--- src/rtl/memsel_pkg.sv ---
`timescale 1ns/1ps
package memsel_pkg;
  localparam int ADDR_W     = 16;
  localparam int PRI_N      = 8;
  localparam int SEC_N      = 4;
  localparam int SRAM_TERMS = 2;
  localparam int SEC_BASE   = PRI_N;
  localparam int SRAM_BASE  = SEC_BASE + SEC_N;
  localparam int IO_IDX     = SRAM_BASE + SRAM_TERMS;
  localparam int PER_IDX    = IO_IDX + 1;
  localparam int NUM_WIN    = PER_IDX + 1;
  localparam int IDX_W      = $clog2(NUM_WIN);

  typedef struct packed {
    logic              en;
    logic [ADDR_W-1:0] mask;
    logic [ADDR_W-1:0] base;
  } win_t;
endpackage

--- src/rtl/memsel_rst_sync.sv ---
`timescale 1ns/1ps
module memsel_rst_sync #(
  parameter int STAGES = 2
) (
  input  logic clk,
  input  logic rst_n,
  output logic rst_s_n
);
  logic [STAGES-1:0] sync_q;

  always_ff @(posedge clk or negedge rst_n) begin
    if (!rst_n) sync_q <= '0;
    else        sync_q <= {sync_q[STAGES-2:0], 1'b1};
  end

  assign rst_s_n = sync_q[STAGES-1];
endmodule

--- src/rtl/memsel_cfg_regs.sv ---
`timescale 1ns/1ps
module memsel_cfg_regs
  import memsel_pkg::*;
#(
  parameter int PRI_SECT_AW = 13,
  parameter int SEC_SECT_AW = 12
) (
  input  logic            clk,
  input  logic            rst_n,
  input  logic            we,
  input  logic [IDX_W:0]  waddr,
  input  logic [ADDR_W:0] wdata,
  output win_t            win [NUM_WIN],
  output logic            size_viol
);
  win_t             win_q [NUM_WIN];
  win_t             win_d [NUM_WIN];
  logic [IDX_W-1:0] widx;
  logic             wfield;
  logic             is_pri;
  logic             is_sec;
  int               zeros;

  assign widx   = waddr[IDX_W:1];
  assign wfield = waddr[0];

  always_comb begin
    for (int i = 0; i < NUM_WIN; i++) win_d[i] = win_q[i];
    if (wfield) begin
      win_d[widx].en   = wdata[ADDR_W];
      win_d[widx].mask = wdata[ADDR_W-1:0];
    end else begin
      win_d[widx].base = wdata[ADDR_W-1:0];
    end
  end

  always_ff @(posedge clk or negedge rst_n) begin
    if (!rst_n) begin
      for (int i = 0; i < NUM_WIN; i++) win_q[i] <= '0;
    end else if (we) begin
      for (int i = 0; i < NUM_WIN; i++) win_q[i] <= win_d[i];
    end
  end

  // Oversize check: each cleared mask bit doubles the window
  assign zeros  = ADDR_W - $countones(wdata[ADDR_W-1:0]);
  assign is_pri = int'(widx) < SEC_BASE;
  assign is_sec = (int'(widx) >= SEC_BASE) && (int'(widx) < SRAM_BASE);
  assign size_viol = we && wfield && wdata[ADDR_W] &&
                     ((is_pri && (zeros > PRI_SECT_AW)) ||
                      (is_sec && (zeros > SEC_SECT_AW)));

  for (genvar g = 0; g < NUM_WIN; g++) begin : g_out
    assign win[g] = win_q[g];
  end

  // a field write lands in the addressed window
  p_field_write_r10: assert property (@(posedge clk) disable iff (!rst_n)
    (we && wfield) |=> (win_q[$past(widx)].en == $past(wdata[ADDR_W])) &&
                       (win_q[$past(widx)].mask == $past(wdata[ADDR_W-1:0])));
  p_base_write_r10: assert property (@(posedge clk) disable iff (!rst_n)
    (we && !wfield) |=> (win_q[$past(widx)].base == $past(wdata[ADDR_W-1:0])));
endmodule

--- src/rtl/memsel_window_match.sv ---
`timescale 1ns/1ps
module memsel_window_match
  import memsel_pkg::*;
(
  input  logic [ADDR_W-1:0]  addr,
  input  win_t               win [NUM_WIN],
  output logic [NUM_WIN-1:0] hit
);
  for (genvar g = 0; g < NUM_WIN; g++) begin : g_win
    assign hit[g] = win[g].en &&
                    ((addr & win[g].mask) == (win[g].base & win[g].mask));
  end
endmodule

--- src/rtl/memsel_resolve.sv ---
`timescale 1ns/1ps
module memsel_resolve
  import memsel_pkg::*;
(
  input  logic               clk,
  input  logic               rst_n,
  input  logic [NUM_WIN-1:0] hit,
  output logic [PRI_N-1:0]   pri_sel,
  output logic [SEC_N-1:0]   sec_sel,
  output logic               sram_sel,
  output logic               io_sel,
  output logic               per_sel,
  output logic               overlap
);
  logic [PRI_N-1:0] pri_hit;
  logic [SEC_N-1:0] sec_hit;
  logic             sram_hit;
  logic             hi_any;

  assign pri_hit  = hit[0 +: PRI_N];
  assign sec_hit  = hit[SEC_BASE +: SEC_N];
  assign sram_hit = |hit[SRAM_BASE +: SRAM_TERMS];
  assign hi_any   = sram_hit || hit[IO_IDX] || hit[PER_IDX];

  always_comb begin
    pri_sel  = '0;
    sec_sel  = '0;
    sram_sel = 1'b0;
    io_sel   = 1'b0;
    per_sel  = 1'b0;
    if (sram_hit)          sram_sel = 1'b1;
    else if (hit[IO_IDX])  io_sel   = 1'b1;
    else if (hit[PER_IDX]) per_sel  = 1'b1;
    else if (|sec_hit)     sec_sel  = sec_hit & (~sec_hit + 1'b1);
    else                   pri_sel  = pri_hit & (~pri_hit + 1'b1);
  end

  assign overlap = ($countones(pri_hit) > 1) || ($countones(sec_hit) > 1) ||
                   ($countones({sram_hit, hit[IO_IDX], hit[PER_IDX]}) > 1);

  p_onehot_r6: assert property (@(posedge clk) disable iff (!rst_n)
    $onehot0({per_sel, io_sel, sram_sel, sec_sel, pri_sel}));
  p_sec_over_pri_r4: assert property (@(posedge clk) disable iff (!rst_n)
    (|sec_hit && !hi_any) |-> (pri_sel == '0 && $onehot(sec_sel)));
  p_hi_over_flash_r5: assert property (@(posedge clk) disable iff (!rst_n)
    hi_any |-> (pri_sel == '0 && sec_sel == '0));
  p_no_hit_no_sel_r11: assert property (@(posedge clk) disable iff (!rst_n)
    (hit == '0) |-> ({per_sel, io_sel, sram_sel, sec_sel, pri_sel} == '0));
endmodule

--- src/rtl/memsel_err_track.sv ---
`timescale 1ns/1ps
module memsel_err_track (
  input  logic clk,
  input  logic rst_n,
  input  logic overlap,
  input  logic size_viol,
  output logic err
);
  logic err_q;
  logic err_d;
  logic err_en;

  assign err_en = overlap || size_viol;

  always_comb begin
    err_d = err_q;
    if (err_en) err_d = 1'b1;
  end

  always_ff @(posedge clk or negedge rst_n) begin
    if (!rst_n)      err_q <= 1'b0;
    else if (err_en) err_q <= err_d;
  end

  assign err = err_q;

  p_overlap_flags_r7: assert property (@(posedge clk) disable iff (!rst_n)
    overlap |=> err);
  p_size_flags_r8: assert property (@(posedge clk) disable iff (!rst_n)
    size_viol |=> err);
  p_err_sticky_r9: assert property (@(posedge clk) disable iff (!rst_n)
    err |=> err);
endmodule

--- src/rtl/memsel_decoder.sv ---
`timescale 1ns/1ps
module memsel_decoder
  import memsel_pkg::*;
#(
  parameter int PRI_SECT_AW = 13,
  parameter int SEC_SECT_AW = 12
) (
  input  logic              clk,
  input  logic              rst_n,
  input  logic              cfg_we,
  input  logic [IDX_W:0]    cfg_addr,
  input  logic [ADDR_W:0]   cfg_wdata,
  input  logic [ADDR_W-1:0] bus_addr,
  output logic [PRI_N-1:0]  pri_sel,
  output logic [SEC_N-1:0]  sec_sel,
  output logic              sram_sel,
  output logic              io_sel,
  output logic              periph_sel,
  output logic              cfg_err
);
  logic               rst_s_n;
  win_t               win [NUM_WIN];
  logic [NUM_WIN-1:0] hit;
  logic               size_viol;
  logic               overlap;

  memsel_rst_sync #(.STAGES(2)) u_rst (
    .clk(clk), .rst_n(rst_n), .rst_s_n(rst_s_n)
  );

  memsel_cfg_regs #(.PRI_SECT_AW(PRI_SECT_AW), .SEC_SECT_AW(SEC_SECT_AW)) u_cfg (
    .clk(clk), .rst_n(rst_s_n), .we(cfg_we), .waddr(cfg_addr),
    .wdata(cfg_wdata), .win(win), .size_viol(size_viol)
  );

  memsel_window_match u_match (
    .addr(bus_addr), .win(win), .hit(hit)
  );

  memsel_resolve u_res (
    .clk(clk), .rst_n(rst_s_n), .hit(hit), .pri_sel(pri_sel),
    .sec_sel(sec_sel), .sram_sel(sram_sel), .io_sel(io_sel),
    .per_sel(periph_sel), .overlap(overlap)
  );

  memsel_err_track u_err (
    .clk(clk), .rst_n(rst_s_n), .overlap(overlap),
    .size_viol(size_viol), .err(cfg_err)
  );
endmodule

--- config.mk ---
export PLATFORM = sky130hd
export DESIGN_NAME = memsel_decoder
export DESIGN_NICKNAME = d
export VERILOG_FILES = /design/src/rtl/memsel_pkg.sv /design/src/rtl/memsel_rst_sync.sv /design/src/rtl/memsel_cfg_regs.sv /design/src/rtl/memsel_window_match.sv /design/src/rtl/memsel_resolve.sv /design/src/rtl/memsel_err_track.sv /design/src/rtl/memsel_decoder.sv
export SDC_FILE = /design/constraint.sdc
export NUM_CORES = 1
export LEC_CHECK = 0
export BUFFER_PORTS_ARGS = -buffer_cell sky130_fd_sc_hd__buf_4
export CAP_MARGIN = 10
export CORE_MARGIN = 2
export CORE_UTILIZATION = 34
export DETAILED_ROUTE_END_ITERATION = 8
export PLACE_DENSITY = 0.5
export RECOVER_POWER = 25
export SYNTH_ARGS = -nofsm -noshare
export SYNTH_HDL_FRONTEND = slang
export SYNTH_SLANG_ARGS = --single-unit
--- constraint.sdc ---
create_clock -name clk -period 17.1 [get_ports clk]
set_input_delay 1.71 -clock clk [delete_from_list [all_inputs] [get_ports clk]]
set_output_delay 1.71 -clock clk [all_outputs]
set_load 0.005 [all_outputs]
==> out/metrics.csv <==
metric,value,unit
first-pass GRT wire length,103000,µm
highest metal used,met5,
"Setup Fix Bufs, Post-CTS",0,
vias per inst,5.09,
CORE AREA,72700,µm²
worst slew pin tran,4.03,ns
CTS-repair resized insts,0,
CP cell instances,"buf_4, xor2_1, a222oi_1, inv_1, nor3_1, inv_1, ha_1, nand2_1, nor4b_1, buf_4",
Mapped Avg Cell Area,13.7,µm²
Critical path origin,bus_addr[8],
Synth warnings,0,
Syn Nets,1907,
PD cells,126,nW/µm²
status,finished with violations,
Hold WC Path Type,reg -> reg,
RSZ-0062 raised after global routing,no,
# setup viols final,0,
DRT Pass-1 Iters,6,
clk slew on worst S/H paths,0.05,ns
Cells after Synth,1816,
sequential area share after synthesis,0.534,
Mapped Area,24900,µm²
RD Place Congestion,0.777,
Met3 Routed Length,2610,µm
Worst setup SP type,input port,
R2R cell count,2,
largest net degree at the start of global routing,163,
skew final,0.0233,ns
Setup crit end kind,output pin,
CTS tree,yes,
final period demand of the worst path,6.34,ns
I/O pin total,57,
Sw Ratio,0.272,
antenna-violating nets left,0,
Clock Power Share,0.352,
Synth Register Bits,531,
metal1 wirelength,32700,µm
total number of vias,14429,
Nets,1923,
Remaining DRCs,0,
Pint,2550,µW
vias in the first global route,15435,
highest clock rate,158,MHz
MaxCap Viol Count,4,
Bufs and invs on worst path,4,
GRT overflow,0,
Slew headroom,-1.68,
Levels on crit path,10,
number of distinct library cells after synthesis,44,
Chip Width,275,µm
maximum fanout along the worst path,16,
Seq pwr share,0.470,
Final Hold Viols,0,
Pleak,0.0129,µW
area of the die,75400,µm²
most frequent cells in the layout,"dfrtp_1 (531), mux2_2 (528), xor2_1 (256)",
worst r2r src,u_rst.sync_q[1],
drt total wl,68800,µm
clk_lat worst skew,0.63,ns
initial antenna violation count,3,
critical path class,in -> out,
Max Slew Vio Count,241,
Worst Path Required,15.39,ns
clock sink count,531,
PortBufs,56,
setup TNS,0,ns
clock tree root buffer cell,clkbuf_16,
"most common cell after layout, fill and taps aside",dfrtp_1,
GRT Util Overall,0.186,
Iteration-0 DRC Markers,813,
Combinational Power Share,0.178,
Peak VDD IR,75.1,µV
final std cells w/o fill,2834,
failing checks,"capacitance limit, slew limit",
CTS max path bufs,3,
std cell rows,99,
CTS H-Tree Depth,2,
# placed instances,2730,
crit path capture,sec_sel[0],
Initial Utilization,0.342,
Crit path arrival time,4.63,ns
Routed met2 length,32000,µm
largest stage delay on the critical path,0.58,ns
reg2reg end,u_cfg.win[414],
CTS Buf Count,59,
Final HPWL DP,39700,µm
P&R area growth vs syn,12.2,%
Post-CTS Hold Fix Bufs,0,
CP top delay family,simple AND/OR/NAND/NOR gates,
Worst path slowest cell,nor4b_1,
WL/cell,24.3,µm
layout cells sized above 1,0.371,
worst reg2reg setup slack,11.43,ns
fin crit share,0.371,
Die H,275,µm
switching power,955,µW
## synth_stat cells (all sizes together)
library cell | instances | share of area
nand2 | 44 | 0.0066
buf | 53 | 0.015
nor4bb | 1 | 0.00040
mux2 | 528 | 0.24
nor3 | 12 | 0.0035
conb | 1 | 0.00015
dfrtp | 531 | 0.53
nand4b | 5 | 0.0018
nor2b | 3 | 0.00075
or4b | 1 | 0.00040
o311ai | 1 | 0.00035
nor2 | 16 | 0.0024
nand3b | 1 | 0.00030
nand2b | 4 | 0.0010
nand4bb | 1 | 0.00045
and3 | 1 | 0.00025
ha | 35 | 0.018
or4 | 1 | 0.00030
and4 | 8 | 0.0028
a21oi | 3 | 0.00060
a22oi | 96 | 0.029
inv | 55 | 0.0083
nand3 | 8 | 0.0016
clkbuf | 71 | 0.011
and2 | 1 | 0.00025
xor2 | 256 | 0.090
nor4b | 5 | 0.0020
nor4 | 8 | 0.0025
a221oi | 2 | 0.00070
nor3b | 4 | 0.0012
fa | 15 | 0.012
or3 | 5 | 0.0013
nand4 | 26 | 0.0068
a222oi | 12 | 0.0048
a22o | 2 | 0.00070
## routing by layer
metal	global-route usage	vias up
met5	0	-
met4	0.0463	6
met3	0.0299	92
met2	0.302	222
met1	0.260	7695
li1	-	6414
## power by group through the flow
| stage | Clock (µW) | Combinational [µW] | Sequential [µW] |
|---|---|---|---|
| after floorplan | 0 | 465 | 1650 |
| after global routing | 1330 | 695 | 1680 |
| final | 1230 | 626 | 1650 |
| after global placement | 0 | 619 | 1660 |
| after CTS | 1270 | 637 | 1650 |
| after detailed placement | 0 | 634 | 1670 |
## sequential cells by signal (all words and copies together) (netlist names)
signal        flops
u_cfg.win       528
u_err.err         1
u_rst.sync_q      2
## worst reg2reg max path, stage by stage (launching register included)
cell	delay (ns)
dfrtp_1	1.54
clkbuf_1	2.94
buf_4	1.10
## through the flow
stage / utilization / power [µW] / setup slack (ns) / hold WS (ns) / instance area (µm²)
floorplan: - / 2110 / 1.20 / 0.331 / 24900
global placement: 0.359 / 2280 / 10.66 / 0.339 / 26100
detailed placement: 0.359 / 2300 / 10.65 / 0.339 / 26100
CTS: 0.384 / 3560 / 10.64 / 0.352 / 27900
global route: 0.384 / 3700 / 10.34 / 0.357 / 27900
finish: 0.384 / 3510 / 10.76 / 0.351 / 27900
## layout make-up
class | instances | area, µm²
multi-input cells | 1106 | 10800
clock inverters | 9 | 86.3
clock buffers | 94 | 1790
diodes | 1 | 2.50
fillers | 6878 | 44800
repair buffers | 79 | 579
inverters | 55 | 206
well taps | 959 | 1200
flip-flops and latches | 531 | 13300
## kinds of logic after synthesis
| family | count (synthesis) | synth area share |
|---|---|---|
| AND/OR/NAND/NOR | 155 | 0.0366 |
| buffers and inverters | 179 | 0.0345 |
| XOR/XNOR | 256 | 0.0901 |
| flip-flops | 531 | 0.534 |
| adder cells (fa/ha/maj) | 50 | 0.0297 |
| multiplexers | 528 | 0.239 |
| other | 1 | 0.000151 |
| AO/OA/AOI/OAI | 116 | 0.0361 |
## worst min path at each step
stage,endpoint,start,depth (start not counted)
after floorplan,u_rst.sync_q[1],u_rst.sync_q[0],0
after global placement,u_rst.sync_q[1],u_rst.sync_q[0],0
after detailed placement,u_rst.sync_q[1],u_rst.sync_q[0],0
after CTS,u_rst.sync_q[1],u_rst.sync_q[0],0
after global routing,u_rst.sync_q[1],u_rst.sync_q[0],0
final,u_rst.sync_q[1],u_rst.sync_q[0],0
No activity file was read; power rests on OpenSTA's default activity.
